File: src/rtl/wws_pkg.sv
package wws_pkg;

    localparam int unsigned WWS_BYTE_W = 8;

    typedef enum logic [1:0] {
        ST_IDLE,
        ST_PRE,
        ST_ROWS
    } wws_state_e;

    typedef enum logic [2:0] {
        PS_ROW_CMD,
        PS_ROW_LO,
        PS_ROW_HI,
        PS_COL_CMD,
        PS_COL_LO,
        PS_COL_HI,
        PS_RAM_CMD
    } pre_step_e;

    typedef struct packed {
        logic [WWS_BYTE_W-1:0] val;
        logic                  is_data;
        logic                  first;
        logic                  last;
    } out_beat_t;

    function automatic logic step_is_cmd(pre_step_e s);
        return (s == PS_ROW_CMD) || (s == PS_COL_CMD) || (s == PS_RAM_CMD);
    endfunction

    // Start flag: whole preamble is one transaction in-band, split otherwise.
    function automatic logic step_opens(pre_step_e s, logic four);
        if (four)
            return (s != PS_ROW_HI) && (s != PS_COL_HI);
        return s == PS_ROW_CMD;
    endfunction

    function automatic logic step_closes(pre_step_e s, logic four);
        if (four)
            return (s != PS_ROW_LO) && (s != PS_COL_LO);
        return s == PS_RAM_CMD;
    endfunction

endpackage

File: src/rtl/wws_span.sv
module wws_span
    import wws_pkg::*;
#(
    parameter int unsigned MAX_ROW_BYTES = 128,
    parameter int unsigned LEN_W         = WWS_BYTE_W + 2
) (
    input  logic [WWS_BYTE_W-1:0] col_from_i,
    input  logic [WWS_BYTE_W-1:0] col_to_i,
    input  logic [WWS_BYTE_W-1:0] row_from_i,
    input  logic [WWS_BYTE_W-1:0] row_to_i,
    output logic [LEN_W-1:0]      row_len_o,
    output logic                  reject_o
);

    localparam logic [LEN_W-1:0] LIMIT = LEN_W'(MAX_ROW_BYTES);

    logic [LEN_W-1:0] col_diff;
    logic             cols_reversed;
    logic             rows_reversed;

    always_comb begin
        col_diff      = LEN_W'(col_to_i) - LEN_W'(col_from_i);
        row_len_o     = (col_diff + LEN_W'(1)) << 1;
        cols_reversed = col_to_i < col_from_i;
        rows_reversed = row_to_i < row_from_i;
        reject_o      = cols_reversed || rows_reversed || (row_len_o > LIMIT);
    end

endmodule

File: src/rtl/wws_ctrl.sv
module wws_ctrl
    import wws_pkg::*;
#(
    parameter int unsigned LEN_W = WWS_BYTE_W + 2
) (
    input  logic                  clk,
    input  logic                  rst,
    input  logic                  start_i,
    input  logic                  four_wire_i,
    input  logic                  reject_i,
    input  logic [LEN_W-1:0]      row_len_i,
    input  logic [WWS_BYTE_W-1:0] col_from_i,
    input  logic [WWS_BYTE_W-1:0] col_to_i,
    input  logic [WWS_BYTE_W-1:0] row_from_i,
    input  logic [WWS_BYTE_W-1:0] row_to_i,
    input  logic                  accept_i,
    input  logic                  beat_last_i,
    input  logic                  xact_err_i,
    output wws_state_e            state_o,
    output pre_step_e             step_o,
    output logic                  four_q_o,
    output logic [LEN_W-1:0]      len_q_o,
    output logic [LEN_W-1:0]      byte_idx_o,
    output logic [WWS_BYTE_W-1:0] col_from_q_o,
    output logic [WWS_BYTE_W-1:0] col_to_q_o,
    output logic [WWS_BYTE_W-1:0] row_from_q_o,
    output logic [WWS_BYTE_W-1:0] row_to_q_o,
    output logic                  done_o,
    output logic                  err_o
);

    logic [WWS_BYTE_W-1:0] row_cur;
    logic                  row_end;
    logic                  win_end;
    logic                  fail_now;

    assign row_end  = byte_idx_o == (len_q_o - LEN_W'(1));
    assign win_end  = row_end && (row_cur == row_to_q_o);
    assign fail_now = accept_i && beat_last_i && xact_err_i;

    always_ff @(posedge clk) begin
        if (rst) begin
            state_o      <= ST_IDLE;
            step_o       <= PS_ROW_CMD;
            four_q_o     <= 1'b0;
            len_q_o      <= '0;
            byte_idx_o   <= '0;
            row_cur      <= '0;
            col_from_q_o <= '0;
            col_to_q_o   <= '0;
            row_from_q_o <= '0;
            row_to_q_o   <= '0;
            done_o       <= 1'b0;
            err_o        <= 1'b0;
        end else begin
            done_o <= 1'b0;
            err_o  <= 1'b0;
            unique case (state_o)
                ST_IDLE: begin
                    if (start_i) begin
                        if (reject_i) begin
                            done_o <= 1'b1;
                            err_o  <= 1'b1;
                        end else begin
                            state_o      <= ST_PRE;
                            step_o       <= PS_ROW_CMD;
                            four_q_o     <= four_wire_i;
                            len_q_o      <= row_len_i;
                            col_from_q_o <= col_from_i;
                            col_to_q_o   <= col_to_i;
                            row_from_q_o <= row_from_i;
                            row_to_q_o   <= row_to_i;
                        end
                    end
                end
                ST_PRE: begin
                    if (fail_now) begin
                        state_o <= ST_IDLE;
                        done_o  <= 1'b1;
                        err_o   <= 1'b1;
                    end else if (accept_i) begin
                        if (step_o == PS_RAM_CMD) begin
                            state_o    <= ST_ROWS;
                            row_cur    <= row_from_q_o;
                            byte_idx_o <= '0;
                        end else begin
                            step_o <= pre_step_e'(step_o + 3'd1);
                        end
                    end
                end
                ST_ROWS: begin
                    if (fail_now) begin
                        state_o <= ST_IDLE;
                        done_o  <= 1'b1;
                        err_o   <= 1'b1;
                    end else if (accept_i) begin
                        if (win_end) begin
                            state_o <= ST_IDLE;
                            done_o  <= 1'b1;
                        end else if (row_end) begin
                            row_cur    <= row_cur + WWS_BYTE_W'(1);
                            byte_idx_o <= '0;
                        end else begin
                            byte_idx_o <= byte_idx_o + LEN_W'(1);
                        end
                    end
                end
                default: state_o <= ST_IDLE;
            endcase
        end
    end

endmodule

File: src/rtl/wws_emit.sv
module wws_emit
    import wws_pkg::*;
#(
    parameter logic [WWS_BYTE_W-1:0] ROW_CMD = 8'h75,
    parameter logic [WWS_BYTE_W-1:0] COL_CMD = 8'h15,
    parameter logic [WWS_BYTE_W-1:0] RAM_CMD = 8'h5C,
    parameter int unsigned           LEN_W   = WWS_BYTE_W + 2
) (
    input  logic                  clk,
    input  logic                  rst,
    input  wws_state_e            state_i,
    input  pre_step_e             step_i,
    input  logic                  four_i,
    input  logic [LEN_W-1:0]      len_i,
    input  logic [LEN_W-1:0]      byte_idx_i,
    input  logic [WWS_BYTE_W-1:0] col_from_i,
    input  logic [WWS_BYTE_W-1:0] col_to_i,
    input  logic [WWS_BYTE_W-1:0] row_from_i,
    input  logic [WWS_BYTE_W-1:0] row_to_i,
    input  logic                  pix_valid_i,
    input  logic [WWS_BYTE_W-1:0] pix_data_i,
    input  logic                  out_ready_i,
    output logic                  pix_ready_o,
    output logic                  out_valid_o,
    output out_beat_t             beat_o,
    output logic                  dc_o
);

    logic dc_hold;
    logic [WWS_BYTE_W-1:0] pre_val;

    always_comb begin
        unique case (step_i)
            PS_ROW_CMD: pre_val = ROW_CMD;
            PS_ROW_LO:  pre_val = row_from_i;
            PS_ROW_HI:  pre_val = row_to_i;
            PS_COL_CMD: pre_val = COL_CMD;
            PS_COL_LO:  pre_val = col_from_i;
            PS_COL_HI:  pre_val = col_to_i;
            PS_RAM_CMD: pre_val = RAM_CMD;
            default:    pre_val = RAM_CMD;
        endcase
    end

    always_comb begin
        out_valid_o = 1'b0;
        pix_ready_o = 1'b0;
        beat_o      = '0;
        unique case (state_i)
            ST_PRE: begin
                out_valid_o    = 1'b1;
                beat_o.val     = pre_val;
                beat_o.is_data = !step_is_cmd(step_i);
                beat_o.first   = step_opens(step_i, four_i);
                beat_o.last    = step_closes(step_i, four_i);
            end
            ST_ROWS: begin
                out_valid_o    = pix_valid_i;
                pix_ready_o    = out_ready_i;
                beat_o.val     = pix_data_i;
                beat_o.is_data = 1'b1;
                beat_o.first   = byte_idx_i == '0;
                beat_o.last    = byte_idx_i == (len_i - LEN_W'(1));
            end
            default: ;
        endcase
    end

    assign dc_o = ((state_i != ST_IDLE) && four_i) ? beat_o.is_data : dc_hold;

    always_ff @(posedge clk) begin
        if (rst) dc_hold <= 1'b1;
        else     dc_hold <= dc_o;
    end

endmodule

File: src/rtl/wws_window_writer.sv
module wws_window_writer
    import wws_pkg::*;
#(
    parameter logic [WWS_BYTE_W-1:0] ROW_CMD       = 8'h75,
    parameter logic [WWS_BYTE_W-1:0] COL_CMD       = 8'h15,
    parameter logic [WWS_BYTE_W-1:0] RAM_CMD       = 8'h5C,
    parameter int unsigned           MAX_ROW_BYTES = 128
) (
    input  logic       clk,
    input  logic       rst,
    input  logic       start_i,
    input  logic       four_wire_i,
    input  logic [7:0] col_from_i,
    input  logic [7:0] col_to_i,
    input  logic [7:0] row_from_i,
    input  logic [7:0] row_to_i,
    input  logic       pix_valid_i,
    input  logic [7:0] pix_data_i,
    output logic       pix_ready_o,
    output logic       out_valid_o,
    input  logic       out_ready_i,
    output logic [7:0] out_byte_o,
    output logic       out_is_data_o,
    output logic       out_first_o,
    output logic       out_last_o,
    input  logic       xact_err_i,
    output logic       dc_o,
    output logic       done_o,
    output logic       err_o
);

    localparam int unsigned LEN_W = WWS_BYTE_W + 2;

    logic [LEN_W-1:0]      row_len;
    logic                  reject;
    wws_state_e            state;
    pre_step_e             step;
    logic                  four_q;
    logic [LEN_W-1:0]      len_q;
    logic [LEN_W-1:0]      byte_idx;
    logic [WWS_BYTE_W-1:0] cf_q, ct_q, rf_q, rt_q;
    out_beat_t             beat;
    logic                  accept;
    logic                  busy;

    assign accept = out_valid_o && out_ready_i;
    assign busy   = state != ST_IDLE;

    wws_span #(.MAX_ROW_BYTES(MAX_ROW_BYTES), .LEN_W(LEN_W)) u_span (
        .col_from_i (col_from_i),
        .col_to_i   (col_to_i),
        .row_from_i (row_from_i),
        .row_to_i   (row_to_i),
        .row_len_o  (row_len),
        .reject_o   (reject)
    );

    wws_ctrl #(.LEN_W(LEN_W)) u_ctrl (
        .clk          (clk),
        .rst          (rst),
        .start_i      (start_i),
        .four_wire_i  (four_wire_i),
        .reject_i     (reject),
        .row_len_i    (row_len),
        .col_from_i   (col_from_i),
        .col_to_i     (col_to_i),
        .row_from_i   (row_from_i),
        .row_to_i     (row_to_i),
        .accept_i     (accept),
        .beat_last_i  (beat.last),
        .xact_err_i   (xact_err_i),
        .state_o      (state),
        .step_o       (step),
        .four_q_o     (four_q),
        .len_q_o      (len_q),
        .byte_idx_o   (byte_idx),
        .col_from_q_o (cf_q),
        .col_to_q_o   (ct_q),
        .row_from_q_o (rf_q),
        .row_to_q_o   (rt_q),
        .done_o       (done_o),
        .err_o        (err_o)
    );

    wws_emit #(
        .ROW_CMD (ROW_CMD),
        .COL_CMD (COL_CMD),
        .RAM_CMD (RAM_CMD),
        .LEN_W   (LEN_W)
    ) u_emit (
        .clk         (clk),
        .rst         (rst),
        .state_i     (state),
        .step_i      (step),
        .four_i      (four_q),
        .len_i       (len_q),
        .byte_idx_i  (byte_idx),
        .col_from_i  (cf_q),
        .col_to_i    (ct_q),
        .row_from_i  (rf_q),
        .row_to_i    (rt_q),
        .pix_valid_i (pix_valid_i),
        .pix_data_i  (pix_data_i),
        .out_ready_i (out_ready_i),
        .pix_ready_o (pix_ready_o),
        .out_valid_o (out_valid_o),
        .beat_o      (beat),
        .dc_o        (dc_o)
    );

    assign out_byte_o    = beat.val;
    assign out_is_data_o = beat.is_data;
    assign out_first_o   = beat.first;
    assign out_last_o    = beat.last;

endmodule

File: config.mk
export PLATFORM = sky130hd
export DESIGN_NAME = wws_window_writer
export DESIGN_NICKNAME = d
export VERILOG_FILES = /design/src/rtl/wws_pkg.sv /design/src/rtl/wws_span.sv /design/src/rtl/wws_ctrl.sv /design/src/rtl/wws_emit.sv /design/src/rtl/wws_window_writer.sv
export SDC_FILE = /design/constraint.sdc
export NUM_CORES = 1
export LEC_CHECK = 0
export ABC_AREA = 1
export BUFFER_PORTS_ARGS = -buffer_cell sky130_fd_sc_hd__buf_2
export CAP_MARGIN = 20
export CORE_ASPECT_RATIO = 0.6
export CORE_MARGIN = 2
export CORE_UTILIZATION = 65
export CTS_BUF_LIST = sky130_fd_sc_hd__clkbuf_4
export DETAILED_ROUTE_END_ITERATION = 8
export PLACE_DENSITY = 0.95
export SYNTH_ARGS = -nofsm -noshare
export SYNTH_HDL_FRONTEND = slang
export SYNTH_HIERARCHICAL = 1
export SYNTH_SLANG_ARGS = --single-unit
File: constraint.sdc
create_clock -name clk -period 4.84 [get_ports clk]
set_input_delay 0.484 -clock clk [delete_from_list [all_inputs] [get_ports clk]]
set_output_delay 0.484 -clock clk [all_outputs]
set_load 0.05 [all_outputs]
==> flow_summary.json, run 1 <==
{
  "setup.worst_path.class": "reg2reg",
  "clk_latency_ps": 450,
  "ys_async_sr_fraction": 0,
  "fin_setup_tns_ps": 0,
  "worstSetupEndpointType": "flop",
  "avgRoutedWirePerCell_microns": 14.9,
  "fin_util": 0.747,
  "slew_violations": 0,
  "fin_area_sq_um": 5930,
  "cp.arrival_ps": 3840,
  "place_congestion": 0.979,
  "grt_first_pass_wirelength_microns": 24700,
  "timing.rr.start": "u_ctrl/len_q_o[0]$_SDFFE_PP0P_",
  "combPwrFrac": 0.302,
  "dr_total_vias": 5715,
  "grt_overflow": 0,
  "holdPathStages": 3,
  "start_util": 0.676,
  "post_cts_resized": 0,
  "r2r_end": "u_ctrl/byte_idx_o[6]$_SDFFE_PP0P_",
  "worstMarginPinSlew_ps": 596,
  "switchingPower_mw": 0.580,
  "reg2reg_slack_ps": 1360,
  "synthCells": 841,
  "clock_path_buffers": 2,
  "hp-class": "in2reg",
  "die-area_sq_um": 9030,
  "place_inst": 993,
  "p_seq_frac": 0.387,
  "startpoint_type": "flop",
  "core_sq_um": 7950,
  "grt_max_degree": 55,
  "yosysSeqAreaShare": 0.257,
  "cts-htree-levels": 3,
  "p_per_area_nw_per_um2": 267,
  "cts_inserted_buffers": 9,
  "boundaryPins": 63,
  "cp_max_fo": 12,
  "synth_seq_cells": 69,
  "holdWs_ps": 262,
  "worstHoldStart": "row_from_i[2]",
  "post_cts_buffers": 0,
  "skew_ps": 14.4,
  "synth_edf_count": 0,
  "syn-cell-area_sq_um": 5370,
  "p_clk_frac": 0.311,
  "syn_nets": 929,
  "ctsRootBufferMaster": "clkbuf_4",
  "synth_warnings": 6,
  "postRouteWirelength_microns": 15000,
  "status": "finished clean",
  "first_pass_iters": 7,
  "required_ps": 5190,
  "die_w_microns": 121,
  "vdd_drop_max_v": 0.000206,
  "dp_slack_ps": 1150,
  "hold_buffers": 0,
  "nNetsFinal": 984,
  "rsz0062_at_grt": "false",
  "layout_common_cells": "nand2_1, nor2_1, inv_1",
  "slew_headroom": 0.602,
  "maxCapViolCount": 0,
  "r2r_cells": 19,
  "cts_tree": "yes",
  "final_common_cell": "nand2_1",
  "fmax_ghz": 0.287,
  "hold_violations": 0,
  "min_period_ps": 3480,
  "die_h_microns": 74.4,
  "synthDistinctLibCells": 50,
  "placed_area_sq_um": 5740,
  "worst_slack_ps": 1360,
  "finalSetupViolations": 0,
  "io_buffers": 62,
  "grt_usage": 0.351,
  "total_power_mw": 1.58,
  "fin_crit_sh": 0.719,
  "n_antenna_cell": 0,
  "final_layout_size_suffix_gt1_frac": 0.148,
  "p_int_mw": 1.00,
  "final_cells": 1009,
  "p_sw_frac": 0.367,
  "vias_per_cell": 5.66,
  "area_growth_pct": 10.5,
  "antenna_found_initial": 0,
  "clkSlewWorstSetupHoldPaths_ps": 130,
  "ant_nets": 0,
  "rows": 25,
  "clkSinkCount": 69,
  "leakage_nw": 2.97,
  "synth.avg_cell_area_sq_um": 6.38,
  "synthFlopType": "dfxtp_1",
  "drcViolationCount": 0,
  "hold_end": "u_ctrl/row_from_q_o[2]$_SDFFE_PP0P_",
  "drt-initial-drc-count": 858,
  "dpl.hpwl_microns": 11600,
  "grt_pass1_vias": 5102
}
==> cell families after synthesis <==
| kind of cell | count (synthesis) | share of synthesized area |
|---|---|---|
| compound gates | 149 | 0.154 |
| xor+xnor | 19 | 0.0310 |
| fa+ha+maj | 41 | 0.101 |
| buf+inv | 137 | 0.100 |
| flops | 69 | 0.257 |
| other cells | 1 | 0.000698 |
| simple gates | 425 | 0.356 |
==> state kept, by name (all words and copies together), names as in the netlist <==
name / flops
u_ctrl/row_to_q_o: 8
u_ctrl/col_to_q_o: 8
u_ctrl/col_from_q_o: 8
u_emit/dc_hold: 1
u_ctrl/four_q_o: 1
u_ctrl/done_o: 1
u_ctrl/step_o: 3
u_ctrl/row_cur: 8
u_ctrl/len_q_o: 10
u_ctrl/row_from_q_o: 8
u_ctrl/byte_idx_o: 10
u_ctrl/state_o: 2
u_ctrl/err_o: 1
==> worst max path at each step <==
stage                                              start                                   to  slack [ps]  depth (start not counted)
final                     u_ctrl/len_q_o[0]$_SDFFE_PP0P_    u_ctrl/byte_idx_o[6]$_SDFFE_PP0P_        1360                         19
after floorplan           u_ctrl/len_q_o[0]$_SDFFE_PP0P_    u_ctrl/byte_idx_o[5]$_SDFFE_PP0P_        1650                         18
after detailed placement                   col_from_i[1]  u_ctrl/row_from_q_o[4]$_SDFFE_PP0P_        1150                         16
after CTS                 u_ctrl/len_q_o[0]$_SDFFE_PP0P_    u_ctrl/byte_idx_o[6]$_SDFFE_PP0P_        1450                         19
after global placement                     col_from_i[1]  u_ctrl/row_from_q_o[4]$_SDFFE_PP0P_        1300                         16
after global routing      u_ctrl/len_q_o[0]$_SDFFE_PP0P_    u_ctrl/byte_idx_o[6]$_SDFFE_PP0P_        1090                         19
==> synth_stat cells, types with 5 or more instances <==
| master | n | share of area |
|---|---|---|
| xor2_1 | 14 | 0.023 |
| a21oi_1 | 46 | 0.043 |
| ha_1 | 37 | 0.086 |
| inv_1 | 103 | 0.072 |
| nand2_2 | 6 | 0.0070 |
| nand3_2 | 6 | 0.011 |
| nor2_2 | 7 | 0.0082 |
| a21oi_2 | 5 | 0.0082 |
| nand2_1 | 191 | 0.13 |
| nor2_1 | 129 | 0.090 |
| inv_2 | 8 | 0.0056 |
| xnor2_1 | 5 | 0.0082 |
| dfxtp_1 | 69 | 0.26 |
| o21ai_0 | 66 | 0.062 |
| clkbuf_1 | 15 | 0.010 |
| nand3_1 | 42 | 0.039 |
| o21ai_1 | 11 | 0.010 |
| nor3_1 | 10 | 0.0093 |
| nand4_1 | 10 | 0.012 |
==> worst max-delay path: stages (launching register included) <==
cell	delay (ps)
dfxtp_1	470
inv_1	130
ha_1	320
or2_2	290
nand3_1	90
nor2_1	50
nand2_1	60
nor2_1	40
nand3_1	110
a21oi_1	140
nand3_1	200
nand2_1	100
nor2_1	240
nand2_1	100
a21oi_2	420
inv_1	210
nand2_2	220
inv_2	90
nand2_1	90
nor2_2	30
==> area by class of cell <==
type | instances | area (sq um)
timing repair buffer | 66 | 340
tap | 108 | 135
sequential | 69 | 1380
clock inverter | 7 | 123
inverter | 115 | 434
fill | 680 | 2010
clock buffer | 9 | 67.6
multi-input combinational | 635 | 3450
==> power groups by stage <==
stage / Combinational (mW) / Sequential [mW] / Clock, mW
floorplan: 0.335 / 0.623 / 0
global placement: 0.446 / 0.622 / 0
detailed placement: 0.459 / 0.623 / 0
CTS: 0.463 / 0.611 / 0.496
global route: 0.525 / 0.615 / 0.516
finish: 0.478 / 0.612 / 0.492
==> metal layers <==
metal / track usage / part of all wire / vias up
met5: 0 / 0 / -
met2: 0.511 / 0.39 / 370
met1: 0.504 / 0.45 / 2502
met4: 0.0817 / 0.017 / 0
li1: - / - / 2813
met3: 0.120 / 0.15 / 30
Power figures use the tool's default switching activity.
==> run 2, diff against run 1 <==
--- a/config.mk
+++ b/config.mk
@@ -10,10 +10,10 @@
 export CAP_MARGIN = 20
 export CORE_ASPECT_RATIO = 0.6
 export CORE_MARGIN = 2
-export CORE_UTILIZATION = 65
+export CORE_UTILIZATION = 61
 export CTS_BUF_LIST = sky130_fd_sc_hd__clkbuf_4
 export DETAILED_ROUTE_END_ITERATION = 8
-export PLACE_DENSITY = 0.95
+export PLACE_DENSITY = 0.91
 export SYNTH_ARGS = -nofsm -noshare
 export SYNTH_HDL_FRONTEND = slang
 export SYNTH_HIERARCHICAL = 1
==> constraint.sdc (replaced) <==
create_clock -name clk -period 3.5 [get_ports clk]
set_input_delay 0.35 -clock clk [delete_from_list [all_inputs] [get_ports clk]]
set_output_delay 0.35 -clock clk [all_outputs]
set_load 0.05 [all_outputs]
==> run 2 against run 1 <==
  * Total power up 23%
  * Fmax increased by 19%
  * Die area up 6.3%
  * Hold slack got worse by 120 ps
==> flow_summary.json, run 2 (synthesized netlist as in run 1, its figures left out) <==
{
  "status": "finished clean",
  "drt-initial-drc-count": 759,
  "vias_per_cell": 5.56,
  "die-area_sq_um": 9590,
  "antenna_found_initial": 0,
  "setup.worst_path.class": "reg2reg",
  "final_common_cell": "nand2_1",
  "r2r_cells": 19,
  "clk_latency_ps": 450,
  "finalSetupViolations": 0,
  "start_util": 0.630,
  "r2r_end": "u_ctrl/byte_idx_o[6]$_SDFFE_PP0P_",
  "hold_buffers": 0,
  "min_period_ps": 2940,
  "hold_end": "u_ctrl/row_to_q_o[5]$_SDFFE_PP0P_",
  "clock_path_buffers": 2,
  "grt_first_pass_wirelength_microns": 24800,
  "rows": 26,
  "total_power_mw": 1.95,
  "core_sq_um": 8520,
  "holdWs_ps": 140,
  "cp.arrival_ps": 3290,
  "final_layout_size_suffix_gt1_frac": 0.149,
  "dpl.hpwl_microns": 11400,
  "grt_overflow": 0,
  "grt_pass1_vias": 5032,
  "required_ps": 3850,
  "cts_tree": "yes",
  "reg2reg_slack_ps": 560,
  "fin_setup_tns_ps": 0,
  "cp-startpoint": "u_ctrl/len_q_o[1]$_SDFFE_PP0P_",
  "worst_slack_ps": 563,
  "fillCellCount": 747,
  "dr_total_vias": 5652,
  "maxCapViolCount": 0,
  "placed_area_sq_um": 5770,
  "boundaryPins": 63,
  "dp_slack_ps": 354,
  "reg_top3": "u_ctrl/byte_idx_o (10), u_ctrl/len_q_o (10)",
  "rsz0062_at_grt": "false",
  "postRouteWirelength_microns": 14700,
  "cp_max_fo": 6,
  "layout_common_cells": "nand2_1, nor2_1, inv_1",
  "worstMarginPinSlew_ps": 573,
  "holdPathStages": 3,
  "place_congestion": 0.951,
  "first_pass_iters": 6,
  "fin_crit_sh": 0.839,
  "ant_nets": 0,
  "post_cts_resized": 0,
  "post_cts_buffers": 0,
  "leakage_nw": 2.95,
  "vdd_drop_max_v": 0.000263,
  "die_h_microns": 76.7,
  "hold_violations": 0,
  "worstSetupEndpointType": "flop",
  "hp-class": "in2reg",
  "drcViolationCount": 0,
  "ctsRootBufferMaster": "clkbuf_4",
  "clkSlewWorstSetupHoldPaths_ps": 110,
  "p_per_area_nw_per_um2": 332,
  "final_cells": 1016,
  "clkSinkCount": 69,
  "die_w_microns": 125,
  "startpoint_type": "flop",
  "n_antenna_cell": 0,
  "grt_max_degree": 43,
  "fmax_ghz": 0.341,
  "grt_usage": 0.319,
  "place_inst": 1000,
  "nNetsFinal": 987,
  "area_growth_pct": 9.51,
  "slew_headroom": 0.617,
  "skew_ps": 14.3,
  "timing.rr.start": "u_ctrl/len_q_o[1]$_SDFFE_PP0P_",
  "slew_violations": 0,
  "worstHoldStart": "row_to_i[5]",
  "cts_inserted_buffers": 9,
  "fin_area_sq_um": 5880,
  "avgRoutedWirePerCell_microns": 14.5,
  "io_buffers": 62,
  "cts-htree-levels": 3,
  "fin_util": 0.690
}
## run 2: changes by cell type in the layout (fill, tap and decap cells not counted), sizes merged
cell,change
inv,-1
buf,+3
clkinv,+4
bufinv,-3
## run 2: final cells by class
class / count / area (sq um) / area share
Clock buffer: 9 / 67.6 / 0.0115
Clock inverter: 7 / 42.5 / 0.00724
Inverter: 115 / 434 / 0.0738
Multi-Input combinational cell: 635 / 3450 / 0.587
Sequential cell: 69 / 1380 / 0.235
Tap cell: 112 / 140 / 0.0238
Timing Repair Buffer: 69 / 363 / 0.0617
## run 2: per-layer routing
metal	share of wire	vias to the layer above	global-route usage
li1	-	2811	-
met1	0.47	2511	0.480
met2	0.39	304	0.435
met3	0.12	26	0.0949
met4	0.018	0	0.0889
met5	0	-	0
## run 2: how the worst max path moves through the flow
stage,end,slack [ps],cells after the start
finish,u_ctrl/byte_idx_o[6]$_SDFFE_PP0P_,560,19
global route,u_ctrl/byte_idx_o[3]$_SDFFE_PP0P_,310,20
global placement,u_ctrl/step_o[2]$_SDFFE_PP0P_,510,18
detailed placement,u_ctrl/step_o[2]$_SDFFE_PP0P_,350,18
CTS,u_ctrl/byte_idx_o[6]$_SDFFE_PP0P_,630,19
floorplan,u_ctrl/byte_idx_o[5]$_SDFFE_PP0P_,310,18
## run 2: report_power, final
group | total [mW] | internal [mW] | switching [mW]
clock | 0.449 | 0.140 | 0.309
sequential | 0.844 | 0.809 | 0.0348
combinational | 0.657 | 0.212 | 0.445
## run 2: worst max-delay path: stages (launching register included)
cell     delay [ps]
dfxtp_1         390
inv_1           100
ha_1            300
or2_2           290
nand3_1          90
nor2_1           50
nand2_1          60
nor2_1           40
nand3_1         130
a21oi_1         130
nand3_1         190
nand2_1          90
nor2_1          230
nand2_1         120
a21oi_2         140
inv_1           120
nand2_2         180
inv_2            90
nand2_1          90
nor2_2           30
